## config.mk

```make
export PLATFORM = sky130hd
export DESIGN_NAME = rcw_i2c_target
export DESIGN_NICKNAME = d
export VERILOG_FILES = /design/src/rtl/rcw_pkg.sv /design/src/rtl/rcw_i2c_phy.sv /design/src/rtl/rcw_cmd_engine.sv /design/src/rtl/rcw_regfile.sv /design/src/rtl/rcw_i2c_target.sv
export SDC_FILE = /design/constraint.sdc
export NUM_CORES = 1
export LEC_CHECK = 0
export BUFFER_PORTS_ARGS = -buffer_cell sky130_fd_sc_hd__buf_2
export CAP_MARGIN = 40
export CORE_ASPECT_RATIO = 0.9
export CORE_UTILIZATION = 60
export DETAILED_ROUTE_END_ITERATION = 6
export PLACE_DENSITY = 0.88
export SLEW_MARGIN = 20
export SYNTH_ARGS = -nofsm -noshare
export SYNTH_HDL_FRONTEND = slang
export SYNTH_HIERARCHICAL = 1
export SYNTH_SLANG_ARGS = --single-unit
export TNS_END_PERCENT = 5
```

## constraint.sdc

```tcl
create_clock -name clk_i -period 6.3 [get_ports clk_i]
set_input_delay 1.575 -clock clk_i [delete_from_list [all_inputs] [get_ports clk_i]]
set_output_delay 1.575 -clock clk_i [all_outputs]
set_load 0.03 [all_outputs]
```

## src/rtl/rcw_pkg.sv

```systemverilog
package rcw_pkg;
  localparam int REG_BYTES = 32;
  localparam int IDX_W     = $clog2(REG_BYTES);
  localparam int ID_LEN    = 5;
  localparam int WR_LO     = 8;
  localparam int WR_HI     = 30;
  localparam int I2C_AW    = 7;
  localparam int RIDX_W    = 4;

  localparam logic [7:0] ST_OK    = 8'h01;
  localparam logic [7:0] ST_ABORT = 8'h10;
  localparam logic [7:0] RSP_CNT  = 8'h05;

  typedef enum logic [1:0] {
    SZ_RD32 = 2'b00,
    SZ_WR8  = 2'b01,
    SZ_WR16 = 2'b10,
    SZ_WR32 = 2'b11
  } acc_sz_e;

  typedef enum logic [2:0] {
    P_IDLE, P_ADDR, P_WR, P_RD, P_SKIP
  } phy_st_e;
endpackage

```

## src/rtl/rcw_i2c_phy.sv

```systemverilog
module rcw_i2c_phy
  import rcw_pkg::*;
#(
  parameter logic [I2C_AW-1:0] TGT_ADDR = 7'h58
) (
  input  logic       clk_i,
  input  logic       rst_ni,
  input  logic       scl_i,
  input  logic       sda_i,
  output logic       sda_oe_o,
  output logic       start_o,
  output logic       stop_o,
  output logic       rx_vld_o,
  output logic [7:0] rx_byte_o,
  input  logic [7:0] tx_byte_i,
  output logic       tx_adv_o
);
  logic [1:0] scl_sy, sda_sy;
  logic       scl_q, sda_q, scl_s, sda_s, rise, fall;
  phy_st_e    st_q;
  logic [3:0] cnt_q;
  logic       in_ack_q, drv_q, nack_q;
  logic [7:0] sh_q;
  logic [6:0] tx_sh_q;

  assign scl_s   = scl_sy[1];
  assign sda_s   = sda_sy[1];
  assign start_o = scl_s & scl_q & sda_q & ~sda_s;
  assign stop_o  = scl_s & scl_q & ~sda_q & sda_s;
  assign rise    = scl_s & ~scl_q;
  assign fall    = ~scl_s & scl_q;
  assign sda_oe_o = drv_q;

  always_ff @(posedge clk_i or negedge rst_ni) begin
    if (!rst_ni) begin
      scl_sy <= 2'b11;
      sda_sy <= 2'b11;
      scl_q  <= 1'b1;
      sda_q  <= 1'b1;
    end else begin
      scl_sy <= {scl_sy[0], scl_i};
      sda_sy <= {sda_sy[0], sda_i};
      scl_q  <= scl_s;
      sda_q  <= sda_s;
    end
  end

  always_ff @(posedge clk_i or negedge rst_ni) begin
    if (!rst_ni) begin
      st_q      <= P_IDLE;
      cnt_q     <= '0;
      in_ack_q  <= 1'b0;
      drv_q     <= 1'b0;
      nack_q    <= 1'b0;
      sh_q      <= '0;
      tx_sh_q   <= '0;
      rx_vld_o  <= 1'b0;
      rx_byte_o <= '0;
      tx_adv_o  <= 1'b0;
    end else begin
      rx_vld_o <= 1'b0;
      tx_adv_o <= 1'b0;
      if (start_o) begin
        st_q     <= P_ADDR;
        cnt_q    <= '0;
        in_ack_q <= 1'b0;
        drv_q    <= 1'b0;
      end else if (stop_o) begin
        st_q     <= P_IDLE;
        cnt_q    <= '0;
        in_ack_q <= 1'b0;
        drv_q    <= 1'b0;
      end else if (st_q != P_IDLE && st_q != P_SKIP) begin
        if (rise) begin
          if (cnt_q < 4'd8) begin
            cnt_q <= cnt_q + 4'd1;
            sh_q  <= {sh_q[6:0], sda_s};
          end else if (in_ack_q) begin
            nack_q <= sda_s;
          end
        end else if (fall) begin
          if (cnt_q < 4'd8) begin
            if (st_q == P_RD && cnt_q != 4'd0) begin
              drv_q   <= ~tx_sh_q[6];
              tx_sh_q <= {tx_sh_q[5:0], 1'b0};
            end
          end else if (!in_ack_q) begin
            in_ack_q <= 1'b1;
            unique case (st_q)
              P_ADDR: if (sh_q[7:1] == TGT_ADDR) drv_q <= 1'b1;
                      else st_q <= P_SKIP;
              P_WR: begin
                drv_q     <= 1'b1;
                rx_vld_o  <= 1'b1;
                rx_byte_o <= sh_q;
              end
              default: drv_q <= 1'b0;
            endcase
          end else begin
            in_ack_q <= 1'b0;
            cnt_q    <= '0;
            // end of ack slot: turn around or load next byte
            if ((st_q == P_ADDR && sh_q[0]) || (st_q == P_RD && !nack_q)) begin
              st_q     <= P_RD;
              tx_sh_q  <= tx_byte_i[6:0];
              drv_q    <= ~tx_byte_i[7];
              tx_adv_o <= 1'b1;
            end else begin
              drv_q <= 1'b0;
              if (st_q == P_ADDR) st_q <= P_WR;
              else if (st_q == P_RD) st_q <= P_SKIP;
            end
          end
        end
      end
    end
  end
endmodule

```

## src/rtl/rcw_cmd_engine.sv

```systemverilog
module rcw_cmd_engine
  import rcw_pkg::*;
(
  input  logic             clk_i,
  input  logic             rst_ni,
  input  logic             start_i,
  input  logic             rx_vld_i,
  input  logic [7:0]       rx_byte_i,
  input  logic             tx_adv_i,
  input  logic [31:0]      rd_word_i,
  output logic [7:0]       tx_byte_o,
  output logic             we_o,
  output logic [IDX_W-1:0] wr_base_o,
  output logic [2:0]       wr_nb_o,
  output logic [31:0]      wr_data_o,
  output logic [IDX_W-1:0] rd_base_o
);
  logic [RIDX_W-1:0] rx_idx_q;
  logic [2:0]  rd_idx_q;
  logic [2:0]  frm_q;      // begin, end, block
  acc_sz_e     sz_q;
  logic [7:0]  cnt_q, regh_q, regl_q, status_q;
  logic [31:0] wdata_q;
  logic        done_q, rd_ok_q;
  logic [7:0]  base, exp_cnt;
  logic [8:0]  last;
  logic        is_rd, frame_ok, acc_ok;

  always_comb begin
    unique case (sz_q)
      SZ_WR8:  begin wr_nb_o = 3'd1; base = regl_q; end
      SZ_WR16: begin wr_nb_o = 3'd2; base = {regl_q[7:1], 1'b0}; end
      default: begin wr_nb_o = 3'd4; base = {regl_q[7:2], 2'b00}; end
    endcase
    is_rd    = (sz_q == SZ_RD32);
    exp_cnt  = is_rd ? 8'd4 : 8'd4 + {5'd0, wr_nb_o};
    last     = {1'b0, base} + {6'd0, wr_nb_o} - 9'd1;
    frame_ok = (&frm_q) && (cnt_q == exp_cnt) && (regh_q == 8'd0);
    acc_ok   = frame_ok && (is_rd ? (int'(base) < REG_BYTES)
                                  : (int'(base) >= WR_LO && int'(last) <= WR_HI));
  end

  assign we_o      = done_q && acc_ok && !is_rd;
  assign wr_base_o = base[IDX_W-1:0];
  assign wr_data_o = wdata_q;

  always_ff @(posedge clk_i or negedge rst_ni) begin
    if (!rst_ni) begin
      rx_idx_q  <= '0;
      rd_idx_q  <= '0;
      frm_q     <= '0;
      sz_q      <= SZ_RD32;
      cnt_q     <= '0;
      regh_q    <= '0;
      regl_q    <= '0;
      wdata_q   <= '0;
      done_q    <= 1'b0;
      status_q  <= ST_OK;
      rd_ok_q   <= 1'b1;
      rd_base_o <= '0;
    end else begin
      done_q <= 1'b0;
      if (start_i) begin
        rx_idx_q <= '0;
        rd_idx_q <= '0;
      end else begin
        if (tx_adv_i && rd_idx_q != 3'd7) rd_idx_q <= rd_idx_q + 3'd1;
        if (rx_vld_i) begin
          unique case (rx_idx_q)
            4'd0: begin
              frm_q <= {rx_byte_i[7], rx_byte_i[6], rx_byte_i[1]};
              sz_q  <= acc_sz_e'(rx_byte_i[3:2]);
            end
            4'd1: cnt_q  <= rx_byte_i;
            4'd4: regh_q <= rx_byte_i;
            4'd5: regl_q <= rx_byte_i;
            4'd2, 4'd3: ;
            default: wdata_q <= {wdata_q[23:0], rx_byte_i};
          endcase
          if (rx_idx_q != '1) rx_idx_q <= rx_idx_q + 1'b1;
          done_q <= (rx_idx_q >= 4'd5) &&
                    ({5'd0, rx_idx_q} == {1'b0, cnt_q} + 9'd1);
        end
      end
      if (done_q) begin
        status_q  <= acc_ok ? ST_OK : ST_ABORT;
        rd_ok_q   <= acc_ok;
        rd_base_o <= {base[IDX_W-1:2], 2'b00};
      end
    end
  end

  always_comb begin
    unique case (rd_idx_q)
      3'd0:    tx_byte_o = RSP_CNT;
      3'd1:    tx_byte_o = status_q;
      3'd2:    tx_byte_o = rd_ok_q ? rd_word_i[31:24] : 8'h00;
      3'd3:    tx_byte_o = rd_ok_q ? rd_word_i[23:16] : 8'h00;
      3'd4:    tx_byte_o = rd_ok_q ? rd_word_i[15:8]  : 8'h00;
      3'd5:    tx_byte_o = rd_ok_q ? rd_word_i[7:0]   : 8'h00;
      default: tx_byte_o = 8'hFF;
    endcase
  end
endmodule

```

## src/rtl/rcw_regfile.sv

```systemverilog
module rcw_regfile
  import rcw_pkg::*;
#(
  parameter logic [8*ID_LEN-1:0] ID_VALUE = 40'h04_86_80_B3_2C
) (
  input  logic             clk_i,
  input  logic             rst_ni,
  input  logic             we_i,
  input  logic [IDX_W-1:0] wr_base_i,
  input  logic [2:0]       wr_nb_i,
  input  logic [31:0]      wr_data_i,
  input  logic [IDX_W-1:0] rd_base_i,
  output logic [31:0]      rd_word_o
);
  logic [8*REG_BYTES-1:0] bytes_flat;

  for (genvar i = 0; i < REG_BYTES; i++) begin : g_byte
    if (i < ID_LEN) begin : g_id
      assign bytes_flat[8*i +: 8] = ID_VALUE[8*i +: 8];
    end else if (i >= WR_LO && i <= WR_HI) begin : g_rw
      logic [7:0]     cell_q;
      logic [IDX_W:0] rel;
      logic           hit;
      assign rel = (IDX_W+1)'(i) - {1'b0, wr_base_i};
      assign hit = we_i && !rel[IDX_W] && (rel < (IDX_W+1)'(wr_nb_i));
      always_ff @(posedge clk_i or negedge rst_ni) begin
        if (!rst_ni)  cell_q <= '0;
        else if (hit) cell_q <= wr_data_i[8*rel[1:0] +: 8];
      end
      assign bytes_flat[8*i +: 8] = cell_q;
    end else begin : g_rsv
      assign bytes_flat[8*i +: 8] = 8'h00;
    end
  end

  assign rd_word_o = bytes_flat[8*rd_base_i +: 32];
endmodule

```

## src/rtl/rcw_i2c_target.sv

```systemverilog
module rcw_i2c_target
  import rcw_pkg::*;
#(
  parameter logic [I2C_AW-1:0]   TGT_ADDR = 7'h58,
  parameter logic [8*ID_LEN-1:0] ID_VALUE = 40'h04_86_80_B3_2C
) (
  input  logic clk_i,
  input  logic rst_ni,
  input  logic scl_i,
  input  logic sda_i,
  output logic sda_oe_o
);
  logic             start, stop, rx_vld, tx_adv, we;
  logic [7:0]       rx_byte, tx_byte;
  logic [IDX_W-1:0] wr_base, rd_base;
  logic [2:0]       wr_nb;
  logic [31:0]      wr_data, rd_word;

  rcw_i2c_phy #(.TGT_ADDR(TGT_ADDR)) u_phy (
    .clk_i, .rst_ni, .scl_i, .sda_i, .sda_oe_o,
    .start_o(start), .stop_o(stop), .rx_vld_o(rx_vld), .rx_byte_o(rx_byte),
    .tx_byte_i(tx_byte), .tx_adv_o(tx_adv)
  );

  rcw_cmd_engine u_eng (
    .clk_i, .rst_ni, .start_i(start), .rx_vld_i(rx_vld), .rx_byte_i(rx_byte),
    .tx_adv_i(tx_adv), .rd_word_i(rd_word), .tx_byte_o(tx_byte), .we_o(we),
    .wr_base_o(wr_base), .wr_nb_o(wr_nb), .wr_data_o(wr_data), .rd_base_o(rd_base)
  );

  rcw_regfile #(.ID_VALUE(ID_VALUE)) u_rf (
    .clk_i, .rst_ni, .we_i(we), .wr_base_i(wr_base), .wr_nb_i(wr_nb),
    .wr_data_i(wr_data), .rd_base_i(rd_base), .rd_word_o(rd_word)
  );
endmodule

```

### Yosys cells after proc, flatten, opt, wreduce, memory -nomap -nowiden

Cells that the tools add are included.

* register bits: 306
* bits of input ports: 4
* output and inout port bits: 1
* logic and storage cells: 371

* add/sub/neg operators: 30
* order comparisons: 28
* eq/ne operators: 30
* shift operators: 24
* muxes and demuxes: 75
* bitwise logic cells: 19
* reductions and logical operators: 116

Operators by type and width (number)
* 32-bit by 6-bit variable part select with 8-bit output: 23
* 256-bit by 9-bit variable part select with 32-bit output: 1
* 6-bit by 3-bit less-than comparator with 1-bit output: 23
* 5-bit by 5-bit subtractor with 6-bit output (first input constant): 15
* 1-bit logical AND: 58
* 8-bit one-hot mux with 6 select lines: 1
* 4-bit by 5-bit subtractor with 6-bit output (first input constant): 8
* 4-bit 2-to-1 mux: 11
* 3-bit 2-to-1 mux: 14
* 8-bit 2-to-1 mux: 5
* 1-bit 2-to-1 mux: 36
* 7-bit 2-to-1 mux: 4
* 1-bit logical NOT: 25
* 3-bit AND reduction: 6
* 8-bit AND reduction: 2
* 5-bit AND reduction: 3
* 3-bit by 2-bit == test with 1-bit output (second input constant): 4
* 3-bit inequality test (second input constant): 4
* 4-bit inequality test (second input constant): 3
* 1-bit inverter: 12
* 4-bit nonzero test: 3
* 2-bit nonzero test: 5
* 8-bit by 1-bit adder with 9-bit output (second input constant): 1
* 8-bit by 3-bit adder with 9-bit output: 1
* other kinds (40): 54

### Logic depth before layout (Yosys ltp)

* word-level depth: 12
* mapped depth: 20
* depth with buffers taken out: 19

### Hierarchy

The synthesis kept the hierarchy.

Modules (own cells, without submodules)
* rcw_regfile: instances 1, cells an instance 1253, area each 14172.3 um2, seq. area each 4604.4 um2
* rcw_cmd_engine: instances 1, cells an instance 368, area each 4126.5 um2, seq. area each 1853.0 um2
* rcw_i2c_phy: instances 1, cells an instance 158, area each 2030.7 um2, seq. area each 1033.5 um2

### Worst setup path before layout

Ideal clock, no wire load.

* kind: register to register
* from: register u_eng.sz_q[0]
* to: register u_rf.g_byte[18].g_rw.cell_q[0]
* setup time: 0.125 ns
* arrival time: 4.297 ns
* data required time: 6.175 ns
* slack: 1.878 ns
* stages on the path, launching flop included: 19
* buffers on the path: 0
* clock period less this slack: 4.422 ns
* cell sequence: dfrtp_1 -> inv_1 -> ha_1 -> o211ai_1 -> ha_1 -> inv_1 -> ha_1 -> inv_1 -> fa_1 -> nor2b_1 -> o21ai_0 -> a221oi_1 -> a31o_2 -> nand4_1 -> nor3_1 -> inv_1 -> a211o_1 -> nor4_4 -> mux2_2

* longest elaborated chain between the ends: 12
* elaborated cells between the ends (all ways): 27
* those cells by class: add/sub (4); order compare (4); eq/ne (3); shift (1); mux (4); reduce/logical (11)

RTL lines
* start, declared: line rcw_cmd_engine.sv:21 `acc_sz_e sz_q;`
* start signal, assigned: line rcw_cmd_engine.sv:72 `sz_q <= acc_sz_e'(rx_byte_i[3:2]);`
* 2-bit == test or 2-bit by 1-bit == test with 1-bit output (tied branches): line rcw_cmd_engine.sv:30 `unique case (sz_q)`
* 2-bit one-hot mux with 2 select lines or 3-bit one-hot mux with 2 select lines (tied branches): line rcw_cmd_engine.sv:30
* 8-bit by 3-bit adder with 9-bit output or 3-bit by 3-bit adder with 4-bit output (tied branches): line rcw_cmd_engine.sv:37, rcw_cmd_engine.sv:36
* 9-bit by 1-bit subtractor with 9-bit output or 8-bit 2-to-1 mux (tied branches): line rcw_cmd_engine.sv:37, rcw_cmd_engine.sv:36
* 9-bit by 5-bit less-or-equal comparator with 1-bit output or 8-bit == test (tied branches): line rcw_cmd_engine.sv:40, rcw_cmd_engine.sv:38
* 1-bit logical AND, on equally long branches: line rcw_cmd_engine.sv:40, rcw_cmd_engine.sv:38
* 1-bit 2-to-1 mux or 1-bit logical AND (tied branches): line rcw_cmd_engine.sv:39, rcw_cmd_engine.sv:38
* 1-bit logical AND: line rcw_cmd_engine.sv:39 `acc_ok = frame_ok && (is_rd ? (int'(base) < REG_BYTES)`
* 1-bit logical AND: line rcw_cmd_engine.sv:43 `assign we_o = done_q && acc_ok && !is_rd;`
* 1-bit logical AND (*): line rcw_cmd_engine.sv:43
* named net we: line rcw_i2c_target.sv:13 `logic start, stop, rx_vld, tx_adv, we;`
* 1-bit logical AND (*) (2 in a row): line rcw_regfile.sv:25 `assign hit = we_i && !rel[IDX_W] && (rel < (IDX_W+1)'(wr_nb_i));`
* end signal, assigned: line rcw_regfile.sv:28 `else if (hit) cell_q <= wr_data_i[8*rel[1:0] +: 8];`
* end, declared: line rcw_regfile.sv:21 `logic [7:0] cell_q;`

Mark *: on every way through the listed nets, which the timed path passes. The rest lies on a longest branch.
A chain may end at the register's enable or synchronous reset.

### Final worst setup path

* from: register u_eng.sz_q[1]
* to: register u_rf.g_byte[20].g_rw.cell_q[5]

* longest elaborated chain between the ends: 12
* elaborated cells between the ends (all ways): 27
* those cells by class: add/sub (4); order compare (4); eq/ne (3); shift (1); mux (4); reduce/logical (11)

RTL lines (line)
* 2-bit == test or 2-bit by 1-bit == test with 1-bit output (tied branches): rcw_cmd_engine.sv:30
* 2-bit one-hot mux with 2 select lines or 3-bit one-hot mux with 2 select lines (tied branches): rcw_cmd_engine.sv:30
* 8-bit by 3-bit adder with 9-bit output or 3-bit by 3-bit adder with 4-bit output (tied branches): rcw_cmd_engine.sv:37, rcw_cmd_engine.sv:36
* 9-bit by 1-bit subtractor with 9-bit output or 8-bit 2-to-1 mux (tied branches): rcw_cmd_engine.sv:37, rcw_cmd_engine.sv:36
* 9-bit by 5-bit less-or-equal comparator with 1-bit output or 8-bit == test (tied branches): rcw_cmd_engine.sv:40, rcw_cmd_engine.sv:38
* 1-bit logical AND, on equally long branches: rcw_cmd_engine.sv:40, rcw_cmd_engine.sv:38
* 1-bit 2-to-1 mux or 1-bit logical AND (tied branches): rcw_cmd_engine.sv:39, rcw_cmd_engine.sv:38
* 1-bit logical AND: rcw_cmd_engine.sv:39
* 1-bit logical AND: rcw_cmd_engine.sv:43
* 1-bit logical AND (*): rcw_cmd_engine.sv:43
* named net we: rcw_i2c_target.sv:13
* 1-bit logical AND (*) (2 in a row): rcw_regfile.sv:25
* end signal, assigned: rcw_regfile.sv:28
* end, declared: rcw_regfile.sv:21

Marks and branches as above.

==> qor.csv <==
metric;value;unit
status;finished, violations left;
failing checks;design-rule violations;
GR Util All Layers;35.4;%
CTS tree;done;
gp weighted congestion;0.979;
Initial DRC Count;2198;
grt met2 use;51.4;%
Setup WS pre-CTS;1040;ps
cells after synthesis;1778;
power per cell area;190;nW/um^2
area of the multi-input gates;12100;sq um
CP Max Fanout;8;
crit end category;flop;
FF-to-FF setup slack;850;ps
io pins;5;
worst hold path class;flop to flop;
CP Class;flop to flop;
DP HPWL;40600;microns
synthesis-to-finish area growth;7.08;%
Required @ worst endpoint;6780;ps
port buffer count;4;
Initial Util;61.4;%
Worst R2R Path Depth;18;
Die X;196;microns
sequential cell area;7490;sq um
setup repair after global routing missed its margin;false;
startpoint class of the critical path;flop;
vias in the first global route;15300;
Syn Area/Cell;11.4;sq um
Clk pwr share;46.7;%
CTS buffer count;31;
CTS clk-pin slew, worst paths;60;ps
combinational fraction of design power;5.4;%
initial antenna violation count;1;
FF-to-FF End;u_rf/g_byte[20].g_rw.cell_q[5];
die area;34600;sq um
fin. max-slew vios;0;
met1 Use GR;49.1;%
Max Cap Viol;0;
H-tree depth;1;
Flop pwr share;47.9;%
internal power of the cells;3.13;mW
warnings from Yosys;6;
first-pass GRT wire length;93200;microns
min-delay src;u_phy/scl_sy[0];
switching share of total power;24.2;%
layout cells sized above 1;30.9;%
Core ar.;33100;sq um
cell area after synthesis;20300;sq um
Root Driver;clkbuf_16;
Max Freq;183;MHz
hold path endpoint;u_phy/scl_sy[1];
GRT busiest layer;met2;
final hold violation count;0;
worst-margin pin slew;1030;ps
pin count of the biggest net entering global routing;148;
Clock Skew;16.8;ps
final wirelength;60400;microns
vias post-DR;15900;
Skew-Pair Late Insertion Delay;600;ps
Sw Pwr;1000;uW
total clock sinks;299;
# Post-CTS Setup Buffers;0;
VDD IR-drop max;0.225;mV
final worst-path cycle share;86.5;%
# setup viols final;0;
Final Net Count;1814;
cell row count;63;
post_cts resized;0;
LEAKAGE;9.41;nW
DR DRC count;1;
met3 Track Usage GR;9.62;%
First-pass DRT Iterations;7;
Fin Setup TNS;0;ps
Filler Cell Count;2354;
hold_buf cts;0;
clk buf depth;3;
setup ws final;850;ps
Avg WL per Cell;27.6;microns
vias per inst;7.25;
crit path time final;5450;ps
Hold Path Stages;0;
Antenna Nets Post-Route;0;
RR Startpoint;u_eng/sz_q[1];
Die Ht;177;microns
WP data arrival;5930;ps
Slew HR;31.2;%
GRT overflow;0;
==> metal layers <==
layer  vias to the layer above  part of all wire, %
met3                       242                   12
met2                      1076                   43
li1                       6621                    -
met1                      7920                   39
met5                         -                    0
met4                         0                  5.3
==> state kept, by name, indices dropped and copies added (netlist names), 7 cells and up <==
| register | flops |
|---|---|
| u_phy/sh_q | 8 |
| u_rf/g_byte.g_rw.cell_q | 184 |
| u_eng/cnt_q | 8 |
| u_phy/tx_sh_q | 7 |
| u_eng/regh_q | 8 |
| u_eng/regl_q | 8 |
| u_eng/wr_data_o | 32 |
| u_phy/rx_byte_o | 8 |
==> cells in the final DEF, fill, tap and decap left out, types with 17 or more instances in the layout <==
master / instances
mux2_2: 314
dfrtp_1: 291
mux2i_1: 123
nand2_1: 105
mux4_2: 81
a21oi_1: 80
nor2_1: 74
ha_1: 72
o21ai_0: 68
inv_1: 58
clkbuf_16: 31
a211oi_1: 30
buf_4: 28
nor2b_1: 25
xnor2_1: 25
nand3_1: 24
nor3_1: 24
a22oi_1: 17
==> power groups by stage <==
stage / Combinational [mW] / Clock (mW) / Sequential, mW
floorplan: 0.153 / 0 / 2.00
global placement: 0.195 / 0 / 2.01
global route: 0.243 / 2.03 / 1.98
detailed placement: 0.200 / 0 / 2.01
finish: 0.222 / 1.93 / 1.98
CTS: 0.203 / 1.95 / 1.98
==> how the worst max path moves through the flow <==
stage / from / end / slack [ps] / depth (start not counted)
3_5_place_dp: u_eng/sz_q[1] / u_rf/g_byte[12].g_rw.cell_q[4] / 1040 / 18
6_report: u_eng/sz_q[1] / u_rf/g_byte[20].g_rw.cell_q[5] / 850 / 18
5_1_grt: u_eng/sz_q[1] / u_rf/g_byte[12].g_rw.cell_q[4] / 450 / 18
4_1_cts: u_eng/sz_q[1] / u_rf/g_byte[12].g_rw.cell_q[4] / 960 / 18
3_3_place_gp: u_eng/sz_q[0] / u_rf/g_byte[12].g_rw.cell_q[1] / 1290 / 18
2_1_floorplan: u_eng/sz_q[0] / u_rf/g_byte[18].g_rw.cell_q[0] / 1880 / 18
==> layout make-up <==
| class | count | area share (%) |
|---|---|---|
| inverters | 60 | 1.03 |
| well taps | 422 | 2.43 |
| clock buffers | 41 | 4.01 |
| flip-flops and latches | 299 | 34.4 |
| diodes | 2 | 0.0230 |
| clock inverters | 17 | 0.943 |
| repair buffers | 41 | 1.68 |
| multi-input cells | 1304 | 55.4 |
==> worst max-delay path, cell delays in order (launching register included) <==
cell	delay, ps
dfrtp_1	400
inv_1	110
ha_1	250
o211ai_1	320
ha_1	290
inv_1	60
ha_1	210
inv_1	70
fa_1	410
nor2b_1	120
o21ai_0	120
a221oi_1	270
a31o_2	170
nand4_1	90
nor3_1	440
inv_1	270
a211oi_1	490
and3_1	810
mux2_2	410
==> per-stage QoR <==
stage | utilization (%) | instances | power (mW) | hold WS [ps] | instance area [sq um]
2_1_floorplan | - | 1779 | 2.16 | 345 | 20300
3_3_place_gp | 62.1 | 2115 | 2.21 | 347 | 20600
3_5_place_dp | 62.2 | 2119 | 2.21 | 350 | 20600
4_1_cts | 65.5 | 2177 | 4.13 | 362 | 21700
5_1_grt | 65.7 | 2185 | 4.26 | 363 | 21800
6_report | 65.7 | 2186 | 4.13 | 362 | 21800
(Power assumes the default switching activity.)
